$ cat src/rtl/pu_pkg.sv
package pu_pkg;
   // Bits 4..0 of the register; bits 7..5 are reserved.
   typedef struct packed {
      logic flag;
      logic en_h;
      logic en_g;
      logic en_f;
      logic en_b;
   } pu_fields_t;

   localparam int FIELD_W = $bits(pu_fields_t);
   localparam pu_fields_t FIELDS_RESET = '{flag: 1'b0, en_h: 1'b1, en_g: 1'b1,
                                          en_f: 1'b1, en_b: 1'b1};
endpackage

$ cat src/rtl/pu_sync_fall.sv
module pu_sync_fall #(
   parameter int W      = 8,
   parameter int STAGES = 2
) (
   input  logic         clk,
   input  logic         rst_n,
   input  logic [W-1:0] pins,
   input  logic         arm,
   output logic         fall_any
);
   generate
      if (STAGES < 2) begin : g_bad_stages
         $error("pu_sync_fall: STAGES must be at least 2");
      end
   endgenerate

   logic [STAGES-1:0][W-1:0] stg;
   logic [W-1:0]             last;
   logic [W-1:0]             synced;

   assign synced = stg[STAGES-1];

   // Idle level is high, so reset to ones to avoid a spurious edge.
   always_ff @(posedge clk or negedge rst_n) begin
      if (!rst_n) begin
         stg  <= '1;
         last <= '1;
      end else begin
         stg  <= {stg[STAGES-2:0], pins};
         last <= synced;
      end
   end

   assign fall_any = arm & (|(last & ~synced));
endmodule

$ cat src/rtl/pu_regfile.sv
module pu_regfile
   import pu_pkg::*;
#(
   parameter int          ADDR_W = 16,
   parameter int          DATA_W = 8,
   parameter logic [15:0] BASE   = 16'h002C
) (
   input  logic              clk,
   input  logic              rst_n,
   input  logic              bus_sel,
   input  logic              bus_wr,
   input  logic [ADDR_W-1:0] bus_addr,
   input  logic [DATA_W-1:0] bus_wdata,
   output logic [DATA_W-1:0] bus_rdata,
   input  logic              set_evt,
   output pu_fields_t        fields
);
   generate
      if (DATA_W < FIELD_W) begin : g_bad_width
         $error("pu_regfile: DATA_W too small for the fields");
      end
   endgenerate

   localparam logic [ADDR_W-1:0] MY_ADDR = ADDR_W'(BASE);

   logic       hit, wr_hit, clr_req;
   pu_fields_t nxt;

   assign hit     = bus_sel && (bus_addr == MY_ADDR);
   assign wr_hit  = hit && bus_wr;
   assign clr_req = wr_hit && bus_wdata[FIELD_W-1];

   always_comb begin
      nxt = fields;
      if (wr_hit) begin
         nxt.en_h = bus_wdata[3];
         nxt.en_g = bus_wdata[2];
         nxt.en_f = bus_wdata[1];
         nxt.en_b = bus_wdata[0];
      end
      // A set edge wins over a clear in the same cycle.
      if (set_evt)      nxt.flag = 1'b1;
      else if (clr_req) nxt.flag = 1'b0;
   end

   always_ff @(posedge clk or negedge rst_n) begin
      if (!rst_n) fields <= FIELDS_RESET;
      else        fields <= nxt;
   end

   always_comb begin
      bus_rdata = '0;
      if (hit && !bus_wr) bus_rdata[FIELD_W-1:0] = fields;
   end

   // clearing write with no competing edge empties the flag
   p_w1c_clear_r4: assert property (@(posedge clk) disable iff (!rst_n)
      (clr_req && !set_evt) |=> !fields.flag);
   // set edge always leaves the flag set
   p_set_wins_r9: assert property (@(posedge clk) disable iff (!rst_n)
      set_evt |=> fields.flag);
   // flag holds until a clearing write
   p_flag_hold_r10: assert property (@(posedge clk) disable iff (!rst_n)
      (fields.flag && !clr_req) |=> fields.flag);
   // reserved bits read zero
   p_rsvd_zero_r2: assert property (@(posedge clk) disable iff (!rst_n)
      bus_rdata[DATA_W-1:FIELD_W] == '0);
endmodule

$ cat src/rtl/pu_gate.sv
module pu_gate #(
   parameter int W      = 8,
   parameter int RX_PIN = 0
) (
   input  logic         global_en,
   input  logic         expanded,
   input  logic         rx_en,
   input  logic         en_b,
   input  logic         en_f,
   input  logic         en_g,
   input  logic         en_h,
   output logic [W-1:0] pu_b,
   output logic [W-1:0] pu_f,
   output logic [W-1:0] pu_g,
   output logic [W-1:0] pu_h
);
   generate
      if (RX_PIN < 0 || RX_PIN >= W) begin : g_bad_rx
         $error("pu_gate: RX_PIN outside the port");
      end
   endgenerate

   logic bus_free;
   assign bus_free = global_en && !expanded;

   assign pu_b = {W{bus_free && en_b}};
   assign pu_f = {W{bus_free && en_f}};
   assign pu_h = {W{global_en && en_h}};

   for (genvar i = 0; i < W; i++) begin : g_gbit
      if (i == RX_PIN) begin : g_rx
         assign pu_g[i] = global_en && en_g && !rx_en;
      end else begin : g_plain
         assign pu_g[i] = global_en && en_g;
      end
   end

   // global disable forces every output off
   always_comb begin
      if (!global_en)
         p_global_off_r5: assert ((pu_b | pu_f | pu_g | pu_h) == '0);
   end
   // expanded mode forces ports B and F off
   always_comb begin
      if (expanded)
         p_expanded_off_r6: assert ((pu_b | pu_f) == '0);
   end
   // receiver enable forces the receive pin off
   always_comb begin
      if (rx_en)
         p_rx_pin_off_r7: assert (!pu_g[RX_PIN]);
   end
endmodule

$ cat src/rtl/pullup_ctl.sv
module pullup_ctl
   import pu_pkg::*;
#(
   parameter int          PORT_W      = 8,
   parameter int          ADDR_W      = 16,
   parameter int          DATA_W      = 8,
   parameter logic [15:0] REG_ADDR    = 16'h002C,
   parameter int          SYNC_STAGES = 2,
   parameter int          RX_PIN      = 0
) (
   input  logic              clk,
   input  logic              rst_n,
   input  logic              bus_sel,
   input  logic              bus_wr,
   input  logic [ADDR_W-1:0] bus_addr,
   input  logic [DATA_W-1:0] bus_wdata,
   output logic [DATA_W-1:0] bus_rdata,
   input  logic              pu_global_en,
   input  logic              expanded_mode,
   input  logic              rx2_en,
   input  logic [PORT_W-1:0] port_h_pins,
   output logic [PORT_W-1:0] pu_b,
   output logic [PORT_W-1:0] pu_f,
   output logic [PORT_W-1:0] pu_g,
   output logic [PORT_W-1:0] pu_h,
   output logic              kbd_irq
);
   pu_fields_t fields;
   logic       set_evt;
   logic       h_armed;

   assign h_armed = pu_global_en && fields.en_h;

   pu_sync_fall #(.W(PORT_W), .STAGES(SYNC_STAGES)) u_sync (
      .clk      (clk),
      .rst_n    (rst_n),
      .pins     (port_h_pins),
      .arm      (h_armed),
      .fall_any (set_evt)
   );

   pu_regfile #(.ADDR_W(ADDR_W), .DATA_W(DATA_W), .BASE(REG_ADDR)) u_reg (
      .clk       (clk),
      .rst_n     (rst_n),
      .bus_sel   (bus_sel),
      .bus_wr    (bus_wr),
      .bus_addr  (bus_addr),
      .bus_wdata (bus_wdata),
      .bus_rdata (bus_rdata),
      .set_evt   (set_evt),
      .fields    (fields)
   );

   pu_gate #(.W(PORT_W), .RX_PIN(RX_PIN)) u_gate (
      .global_en (pu_global_en),
      .expanded  (expanded_mode),
      .rx_en     (rx2_en),
      .en_b      (fields.en_b),
      .en_f      (fields.en_f),
      .en_g      (fields.en_g),
      .en_h      (fields.en_h),
      .pu_b      (pu_b),
      .pu_f      (pu_f),
      .pu_g      (pu_g),
      .pu_h      (pu_h)
   );

   assign kbd_irq = fields.flag;

   // with port H pull-ups inactive the flag cannot rise
   p_no_set_unarmed_r8: assert property (@(posedge clk) disable iff (!rst_n)
      (!h_armed && !kbd_irq) |=> !kbd_irq);
endmodule

$ cat config.mk
export PLATFORM = sky130hd
export DESIGN_NAME = pullup_ctl
export DESIGN_NICKNAME = d
export VERILOG_FILES = /design/src/rtl/pu_pkg.sv /design/src/rtl/pu_sync_fall.sv /design/src/rtl/pu_regfile.sv /design/src/rtl/pu_gate.sv /design/src/rtl/pullup_ctl.sv
export SDC_FILE = /design/constraint.sdc
export NUM_CORES = 1
export LEC_CHECK = 0
export BUFFER_PORTS_ARGS = -buffer_cell sky130_fd_sc_hd__buf_2
export CORE_AREA = 2 2 45 88
export DETAILED_ROUTE_END_ITERATION = 8
export DIE_AREA = 0 0 47 90
export PLACE_DENSITY = 0.75
export SLEW_MARGIN = 15
export SYNTH_ARGS = -nofsm -noshare
export SYNTH_HDL_FRONTEND = slang
export SYNTH_SLANG_ARGS = --single-unit
export TNS_END_PERCENT = 5
$ cat constraint.sdc
create_clock -name clk -period 1.7 [get_ports clk]
set_input_delay 0.255 -clock clk [delete_from_list [all_inputs] [get_ports clk]]
set_output_delay 0.255 -clock clk [all_outputs]
set_load 0.01 [all_outputs]
==> results of run 1 <==
## area by class of cell
class	count	area (sq um)	share of cell area [%]
repair buffers	76	434	26.4
inverters	8	30.0	1.82
well taps	49	61.3	3.72
flip-flops and latches	29	761	46.2
clock buffers	7	86.3	5.24
multi-input cells	32	274	16.6
## worst min path at each step
stage | start | to | slack, ps
6_report | port_h_pins[7] | u_sync.stg[7] | 80
2_1_floorplan | rst_n | u_reg.fields[4] | -40
4_1_cts | port_h_pins[7] | u_sync.stg[7] | 70
5_1_grt | port_h_pins[5] | u_sync.stg[5] | 70
3_3_place_gp | rst_n | u_reg.fields[4] | 270
3_5_place_dp | rst_n | u_reg.fields[4] | 290
## stage by stage
stage,cells,setup TNS (ps)
3_3_place_gp,193,-2000
6_report,201,-1190
5_1_grt,201,-1340
2_1_floorplan,100,-356
4_1_cts,201,-1290
3_5_place_dp,193,-2060
## routing by layer
metal	share of wire, %	vias to the layer above	global-route usage, %
met3	11	5	5.82
met2	57	53	18.3
met1	30	387	7.67
li1	-	388	-
met4	2.0	0	3.94
met5	0	-	0
## synth_stat cells
library cell	count
buf_4	31
dfstp_2	28
and3b_1	2
nand3_2	1
nand2_1	1
or4b_1	2
nor4_2	1
or4_1	2
o22ai_1	4
inv_1	8
dfrtp_1	1
nor2b_1	1
mux2_2	4
a22o_1	1
and3b_2	1
conb_1	1
and2_1	7
nand4_1	1
nor3_1	1
## logic make-up (layout without fill, tap and decap cells)
kind of cell	count (synthesis)	count (layout)	synth area share [%]
buf+inv	39	91	20.9
compound gates	5	5	2.69
simple gates	20	20	12.0
mux	4	4	3.59
other cells	1	3	0.299
flops	29	29	60.6
## power breakdown
part           internal (uW)  switching (uW)
registers                743            9.94
clock network            319             213
logic                   42.0            35.0
total                   1100             258
## flip-flops by register name (all words and copies together) (netlist names)
register and count:
u_sync.stg 8, u_sync.synced 8, u_sync.last 8, u_reg.fields 5
## timing repair
item                                   in CTS  in global routing
pin swaps                                   4                  3
gates resized for setup                     7                  2
hold buffers                                1                  0
endpoints found under the hold margin       1                  0
setup endpoints to repair                   5                  5
==> results.md, run 1 <==
* Final setup margin at -243 ps
* CTS root buffer: clkbuf_8
* Post-Route WL at between 2 and 2.5 mm
* Worst-path clk slew at roughly 50 ps
* Gr usage total at between 10% and 20%
* Reg2Reg Setup Slack at between 200 and 250 ps
* Initial antenna violation count at 0
* Hold slack at a little over 80 ps
* Worst setup EP type: output port
* Initial DRC count at 4
* R2R Path End: u_reg.fields[4]
* Average cell area after synthesis at ~13 sq um
* Postcts setup bufs at 0
* IO Count at 80
* Final routed DRC violation total at 0
* Outcome: finished with violations
* YS warnings at 0
* Commonest non-fill, non-tap cell in the layout: buf_2
* Worst-Margin Slew at 578 ps
* Core box area at about 3600 sq um
* CP top delay family: simple AND/OR/NAND/NOR gates
* Max Cap Viol at 0
* Violated checks: setup timing
* First-pass GRT wire length at approximately 3.0 mm
* CP required at between 1000 and 1500 ps
* Yosys top cell area share at 58.6%
* Fraction of layout instances using a drive strength above 1 at a little over 80%
* I/O Buffers at 73
* Initial Util at 35.2%
* Number of global-route vias before repair at about 760
* Type of the worst setup path: in2out
* Routed via count at 833
* WP data arrival at 1690 ps
* Final core utilization at a little under half
* Cell chain of the critical path: buf_6, or4b_4, nor4_4, and3b_2, and2_4, buf_6
* Setup crit end: bus_rdata[3]
* Chip Height at ~90 um
* Distinct cells, synth at 19
* CP max-delay cell: or4b_4
* Worst Path Buf+Inv at 2
* Die Width at between 40 and 50 um
* Largest net degree at the start of global routing at 30
* Cell taking the most area after synthesis: dfstp_2
* Clk_lat worst skew at 270 ps
* Fin crit share at 114%
* FF+latch count, synth at 29
* Initial DRT Pass Iterations at 2
* Post-synthesis sequential area ratio at about three fifths
* Layout area overhead at 31.1%
* Crit path time final at just under 2000 ps
* Clk sink count at 29
* CTS tree: built
* CTS H-tree lvls at 2
* WL per Instance at around 10 um
* Critical path depth at 6
* Most frequent cell on the critical path: buf_6
* Fin Clk Skew at between 3 and 4 ps
* Nets@finish at about 190
* Synth area leaders: dfstp_2 59%, buf_4 19%, mux2_2 3.6%
* Mapped Area at approximately 1300 sq um
* CP Max Fanout at 5
* Layout fillers at approximately 350
* Vias per inst at between 4 and 5
* Slew Viols, Final at 0
* Fin. Hold Viols at 0
* Critical path's largest stage delay at 540 ps
* Cts bufs inserted at 5
* Placed Area at about 1500 sq um
* Leading cell types in the layout, fill and taps excluded: 66 x buf_2, 28 x dfstp_2, 8 x inv_1, 7 x buf_6, 6 x clkbuf_8
* R2r worst-path depth at 3
* Post-DP HPWL at approximately 1.5 mm
* Worst slack, placed at -293 ps
* P per Cell Area at 828 nW/um^2
* Hold Path Depth at 1
* Gate Count Post-Synth at about 100
* Die ar. at between 4000 and 5000 sq um
* Reported leakage power at 0.000881 uW
* Final setup viols at 5
* Cell area after layout at between 1500 and 2000 sq um
* Crit path launch: bus_addr[0]
* Clock tree buffer depth at 2
* RSZ-0062 raised after global routing: true
* Worst min path class: in2reg
* N_diodes at 0
* Antenna Nets Post-Route at 0
* Crit start category: input pin
* Worst vdd ir at 972 uV
* Worst r2r src: u_sync.synced[1]
* Pwr Total at around 1400 uW
* Row count at 31
* Congestion Overflow GR at 0
* Max-Slew Margin vs Limit at approximately 60%
* GP Congestion at 0.700
* FMAX at ~0.51 GHz
Note: power is estimated with default switching activity, not from simulation.
==> run 2, diff against run 1 <==
Settings changed: CORE_AREA 2 2 45 88 to 2 2 41 80, DIE_AREA 0 0 47 90 to 0 0 43 82, PLACE_DENSITY 0.75 to 0.85.
Clock period 1.7 ns to 2.41 ns, I/O delays scaled along.
==> results.md, run 2 (synthesis gave the netlist of run 1 again) <==
* WP data arrival at 1860 ps (was 1690 ps)
* CP Max Fanout at 5 (unchanged)
* Fin Clk Skew at 5.24 ps (was 3.64 ps)
* Nets@finish at 190 (was 191)
* Slew Viols, Final at 0 (unchanged)
* Clk_lat worst skew at 270 ps (about the same)
* Worst min path class: in2async (was in2reg)
* Cell area after layout at 1540 sq um (was 1650 sq um)
* Postcts setup bufs at 0 (unchanged)
* Vias per inst at 4.70 (was 4.14)
* Fin. Hold Viols at 0 (unchanged)
* CTS root buffer: clkbuf_8 (unchanged)
* CP max-delay cell: or4b_1 (was or4b_4)
* R2r worst-path depth at 3 (unchanged)
* Outcome: finished clean (was finished with violations)
* Leading cell types in the layout, fill and taps excluded: 73 x buf_2, 28 x dfstp_2, 8 x inv_1, 7 x and2_1, 5 x clkbuf_8 (was 66 x buf_2, 28 x dfstp_2, 8 x inv_1, 7 x buf_6, 6 x clkbuf_8)
* CP top delay family: simple AND/OR/NAND/NOR gates (unchanged)
* Congestion Overflow GR at 0 (unchanged)
* Placed Area at 1450 sq um (was 1500 sq um)
* Cts bufs inserted at 5 (unchanged)
* First-pass GRT wire length at 3.51 mm (was 2.99 mm)
* Worst Path Buf+Inv at 2 (unchanged)
* Commonest non-fill, non-tap cell in the layout: buf_2 (unchanged)
* Max Cap Viol at 0 (unchanged)
* Crit path time final at roughly 2200 ps
* Initial DRT Pass Iterations at 4 (was 2)
* GP Congestion at 0.661 (was 0.700)
* Critical path depth at 6 (unchanged)
* Resized Gates After CTS at 0 (was 7)
* Row count at 28 (was 31)
* R2R Path End: u_reg.fields[4] (unchanged)
* Initial antenna violation count at 0 (unchanged)
* Post-DP HPWL at 1.73 mm (was 1.53 mm)
* Post-Route WL at 2.14 mm (was 2.01 mm)
* Fin Setup TNS at 0 ps (was -1190 ps)
* Core box area at 2940 sq um (was 3570 sq um)
* Number of global-route vias before repair at 826 (was 763)
* Clock tree buffer depth at 2 (unchanged)
* Final routed DRC violation total at 0 (unchanged)
* Worst r2r src: u_sync.synced[1] (unchanged)
* Crit start category: input pin (unchanged)
* Layout area overhead at 22.2% (was 31.1%)
* Cell chain of the critical path: buf_2, or4b_1, nor4_2, and3b_2, and2_1, buf_2 (was buf_6, or4b_4, nor4_4, and3b_2, and2_4, buf_6)
* RSZ-0062 raised after global routing: false (was true)
* Type of the worst setup path: in2out (unchanged)
* Chip Height at 82 um (was 90 um)
* Worst-Margin Slew at 576 ps (was 578 ps)
* WL per Instance at 11.8 um (was 10.0 um)
* Die ar. at 3530 sq um (was 4230 sq um)
* Clk sink count at 29 (unchanged)
* Fraction of layout instances using a drive strength above 1 at 77.6% (was 81.6%)
* Gr usage total at 14.0% (was 10.0%)
* Most frequent cell on the critical path: buf_2 (was buf_6)
* CTS tree: built (unchanged)
* Worst vdd ir at 493 uV (was 972 uV)
* Layout fillers at 269 (was 354)
* Critical path's largest stage delay at 530 ps (was 540 ps)
* Initial Util at 42.7% (was 35.2%)
* Multi-input combinational cell area at 240 sq um (was 274 sq um)
* CP required at 2050 ps (was 1440 ps)
* Routed via count at 855 (was 833)
* Hold buffer count at CTS at 0 (was 1)
* Worst setup EP type: output port (unchanged)
* I/O Buffers at 73 (unchanged)
* Reg2Reg Setup Slack at 910 ps (was 240 ps)
* Reported leakage power at 0.000852 uW (was 0.000881 uW)
* FMAX at roughly 0.45 GHz
* N_diodes at 0 (unchanged)
* Die Width at 43 um (was 47 um)
* P per Cell Area at 619 nW/um^2 (was 828 nW/um^2)
* Register Area at 761 sq um (unchanged)
* Max-Slew Margin vs Limit at 61.6% (was 61.4%)
* Fin crit share at just over 90%
* Antenna Nets Post-Route at 0 (unchanged)
* Final setup viols at 0 (was 5)
* Largest net degree at the start of global routing at 30 (unchanged)
* CTS H-tree lvls at 2 (unchanged)
* Worst-path clk slew at 60 ps (was 50 ps)
* IO Count at 80 (unchanged)
* Initial DRC count at 4 (unchanged)
run 2: cell types whose count changed in the layout (fill, tap and decap cells not counted), sizes merged:
cell / before / now
clkbuf: 7 / 5
clkinv: 0 / 2
clkinvlp: 0 / 1
dlygate4sd3: 1 / 0
run 2: worst register-to-register path, cell delays in order (launching register included):
cell and delay [ps]:
dfstp_2 530, o22ai_1 80, or4_1 540, a22o_1 240
run 2: where the power goes:
group / leakage, uW / switching (uW) / internal [uW]
logic: 0.000501 / 23.3 / 25.6
clock network: 0.0000439 / 171 / 198
registers: 0.000308 / 8.09 / 524
total: 0.000852 / 202 / 748
run 2: through the flow:
stage	utilization (%)	power, uW	cells	setup slack [ps]	hold slack, ps
4_1_cts	52.2	972	182	162	81.1
5_1_grt	52.2	997	182	60.2	104
2_1_floorplan	-	551	100	401	65.9
3_5_place_dp	49.2	589	174	162	347
6_report	52.2	950	182	188	82.7
3_3_place_gp	49.2	583	174	247	345
run 2: per-layer routing:
metal,GRT usage [%],routed length [um]
met2,28.3,1240
met5,0,0
met4,8.18,46
met1,9.94,613
met3,5.71,243
run 2: cell type report:
type	instances	area share [%]
multi-input combinational	32	15.6
clock inverter	3	1.14
tap	30	2.44
inverter	8	1.96
clock buffer	5	4.48
sequential	29	49.6
timing repair buffer	75	24.8
run 2: worst max-delay path by stage:
stage                      from           end
finish              bus_addr[4]  bus_rdata[3]
global route        bus_addr[4]  bus_rdata[3]
CTS                 bus_addr[4]  bus_rdata[3]
detailed placement  bus_addr[4]  bus_rdata[3]
global placement    bus_addr[4]  bus_rdata[3]
floorplan           bus_addr[4]  bus_rdata[0]
==> run 3, diff against run 2 <==
Settings changed: SYNTH_HIERARCHICAL set to 1.
==> results.md, run 3 <==
* Outcome: finished clean (unchanged)
* Worst min path class: in2async (unchanged)
* First-pass GRT wire length at 3.40 mm (was 3.51 mm)
* Final setup viols at 0 (unchanged)
* Row count at 28 (unchanged)
* Crit start category: input pin (unchanged)
* CP Max Fanout at 5 (unchanged)
* P per Cell Area at 644 nW/um^2 (was 619 nW/um^2)
* CTS tree: built (unchanged)
* Worst r2r src: u_sync/synced[7] (was u_sync.synced[1])
* Distinct cells, synth at 19 (unchanged)
* Yosys top cell area share at 58.2% (was 58.6%)
* Synth area leaders: dfstp_2 58%, buf_4 18%, mux2_2 3.6% (was dfstp_2 59%, buf_4 19%, mux2_2 3.6%)
* Largest net degree at the start of global routing at 30 (unchanged)
* Vias per inst at 4.66 (was 4.70)
* Slew Viols, Final at 0 (unchanged)
* Hold buffer count at CTS at 0 (unchanged)
* Initial DRT Pass Iterations at 2 (was 4)
* WL per Instance at 11.7 um (was 11.8 um)
* Max-Slew Margin vs Limit at 60.6% (was 61.6%)
* Clk sink count at 29 (unchanged)
* N_diodes at 0 (unchanged)
* CTS H-tree lvls at 2 (unchanged)
* Crit path time final at 2130 ps (was 2220 ps)
* Type of the worst setup path: in2out (unchanged)
* Die Width at 43 um (unchanged)
* Worst setup EP type: output port (unchanged)
* Worst-path clk slew at 60 ps (about the same)
* Hold slack at 94.5 ps (was 82.7 ps)
* Fin. Hold Viols at 0 (unchanged)
* Initial DRC count at 3 (was 4)
* Commonest non-fill, non-tap cell in the layout: buf_2 (unchanged)
* Max Cap Viol at 0 (unchanged)
* Top FF cell, synth: dfstp_2 (unchanged)
* Gate Count Post-Synth at 97 (was 98)
* RSZ-0062 raised after global routing: false (unchanged)
* FF+latch count, synth at 29 (unchanged)
* Most frequent cells after synthesis: 30 x buf_4, 28 x dfstp_2, 8 x inv_1 (was 31 x buf_4, 28 x dfstp_2, 8 x inv_1)
* FMAX at 0.468 GHz (was 0.450 GHz)
* Nets@finish at 188 (was 190)
* Routed via count at 838 (was 855)
* Cell taking the most area after synthesis: dfstp_2 (unchanged)
* R2R Path End: u_reg/fields[4] (was u_reg.fields[4])
* Post-synthesis sequential area ratio at 60.1% (was 60.6%)
* Initial Util at 43.0% (was 42.7%)
* Gr usage total at 13.2% (was 14.0%)
* Chip Height at 82 um (unchanged)
* IO Count at 80 (unchanged)
* Congestion Overflow GR at 0 (unchanged)
* Initial antenna violation count at 0 (unchanged)
* Antenna Nets Post-Route at 0 (unchanged)
* Fin crit share at 88.6% (was 92.2%)
* Postcts setup bufs at 0 (unchanged)
* Number of global-route vias before repair at 812 (was 826)
* Reported leakage power at 0.000867 uW (was 0.000852 uW)
* Worst vdd ir at 565 uV (was 493 uV)
* Clock tree buffer depth at 2 (unchanged)
* Mapped Area at 1260 sq um (about the same)
* YS warnings at 6 (was 0)
* CP required at 2050 ps (about the same)
* Layout area overhead at 22.7% (was 22.2%)
* I/O Buffers at 73 (unchanged)
* CTS root buffer: clkbuf_8 (unchanged)
* Resized Gates After CTS at 0 (unchanged)
* Clk_lat worst skew at 270 ps (about the same)
* Final routed DRC violation total at 0 (unchanged)
* Die ar. at 3530 sq um (unchanged)
* EDFF count, synth at 0 (unchanged)
* Fraction of layout instances using a drive strength above 1 at 79.3% (was 77.6%)
* Ys async rst share at 100% (unchanged)
* WP data arrival at 1770 ps (was 1860 ps)
* Pwr Total at 1000 uW (was 950 uW)
* Post-DP HPWL at 1.69 mm (was 1.73 mm)
* Fin Clk Skew at 2.16 ps (was 5.24 ps)
* Leading cell types in the layout, fill and taps excluded: 73 x buf_2, 28 x dfstp_2, 8 x inv_1, 7 x clkbuf_8, 6 x and2_1 (was 73 x buf_2, 28 x dfstp_2, 8 x inv_1, 7 x and2_1, 5 x clkbuf_8)
* R2r worst-path depth at 3 (unchanged)
* Post-Route WL at 2.11 mm (was 2.14 mm)
* Fin Setup TNS at 0 ps (unchanged)
* Worst-Margin Slew at 592 ps (was 576 ps)
* Average cell area after synthesis at 13.0 sq um (was 12.8 sq um)
* GP Congestion at 0.588 (was 0.661)
* Cts bufs inserted at 5 (unchanged)
* Reg2Reg Setup Slack at 1100 ps (was 910 ps)
* Count leader, synth: buf_4 (unchanged)
* Core box area at 2940 sq um (unchanged)
run 3: power breakdown:
part / total, uW / switching, uW / internal [uW]
Clock: 418 / 161 / 257
Combinational: 49.4 / 24.4 / 25.1
Sequential: 532 / 7.60 / 524
run 3: how the worst max path moves through the flow:
stage | startpoint | end | slack (ps) | depth (start not counted)
6_report | bus_addr[7] | bus_rdata[4] | 280 | 6
5_1_grt | bus_addr[6] | bus_rdata[3] | 150 | 6
4_1_cts | bus_addr[7] | bus_rdata[4] | 250 | 6
3_5_place_dp | bus_addr[7] | bus_rdata[4] | 260 | 6
3_3_place_gp | bus_addr[6] | bus_rdata[4] | 260 | 6
2_1_floorplan | bus_addr[6] | bus_rdata[0] | 510 | 4
run 3: layout make-up:
cell class | instances | area [sq um]
Clock buffer | 7 | 96.3
Multi-Input combinational cell | 32 | 256
Sequential cell | 29 | 761
Inverter | 8 | 30.0
Timing Repair Buffer | 73 | 365
Fill cell | 264 | 1390
Tap cell | 30 | 37.5
Clock inverter | 1 | 5.00
run 3: per-layer routing:
metal	routed length, um	vias to the layer above	part of all wire [%]	track usage [%]
met1	663	380	31	11.6
li1	-	386	-	-
met5	0	-	0	0
met4	24	0	1.1	6.36
met2	1150	67	54	25.2
met3	275	5	13	5.05
run 3: kinds of logic after synthesis:
kind of cell | share of synthesized area (%)
simple gates | 12.4
flops | 60.1
compound gates | 3.46
buf+inv | 20.2
mux | 3.56
other cells | 0.296
run 3: per-stage QoR:
step	util (%)	setup WS, ps	area [sq um]	cells
5_1_grt	52.7	149	1550	180
3_3_place_gp	49.3	262	1450	172
4_1_cts	52.7	251	1550	180
6_report	52.7	275	1550	180
2_1_floorplan	-	511	1270	99
3_5_place_dp	49.3	257	1450	172
run 3: worst max-delay path, cell delays in order:
cell and delay (ps):
buf_2 90, or4_1 520, nor4_2 270, and3b_2 280, and2_1 120, buf_2 120
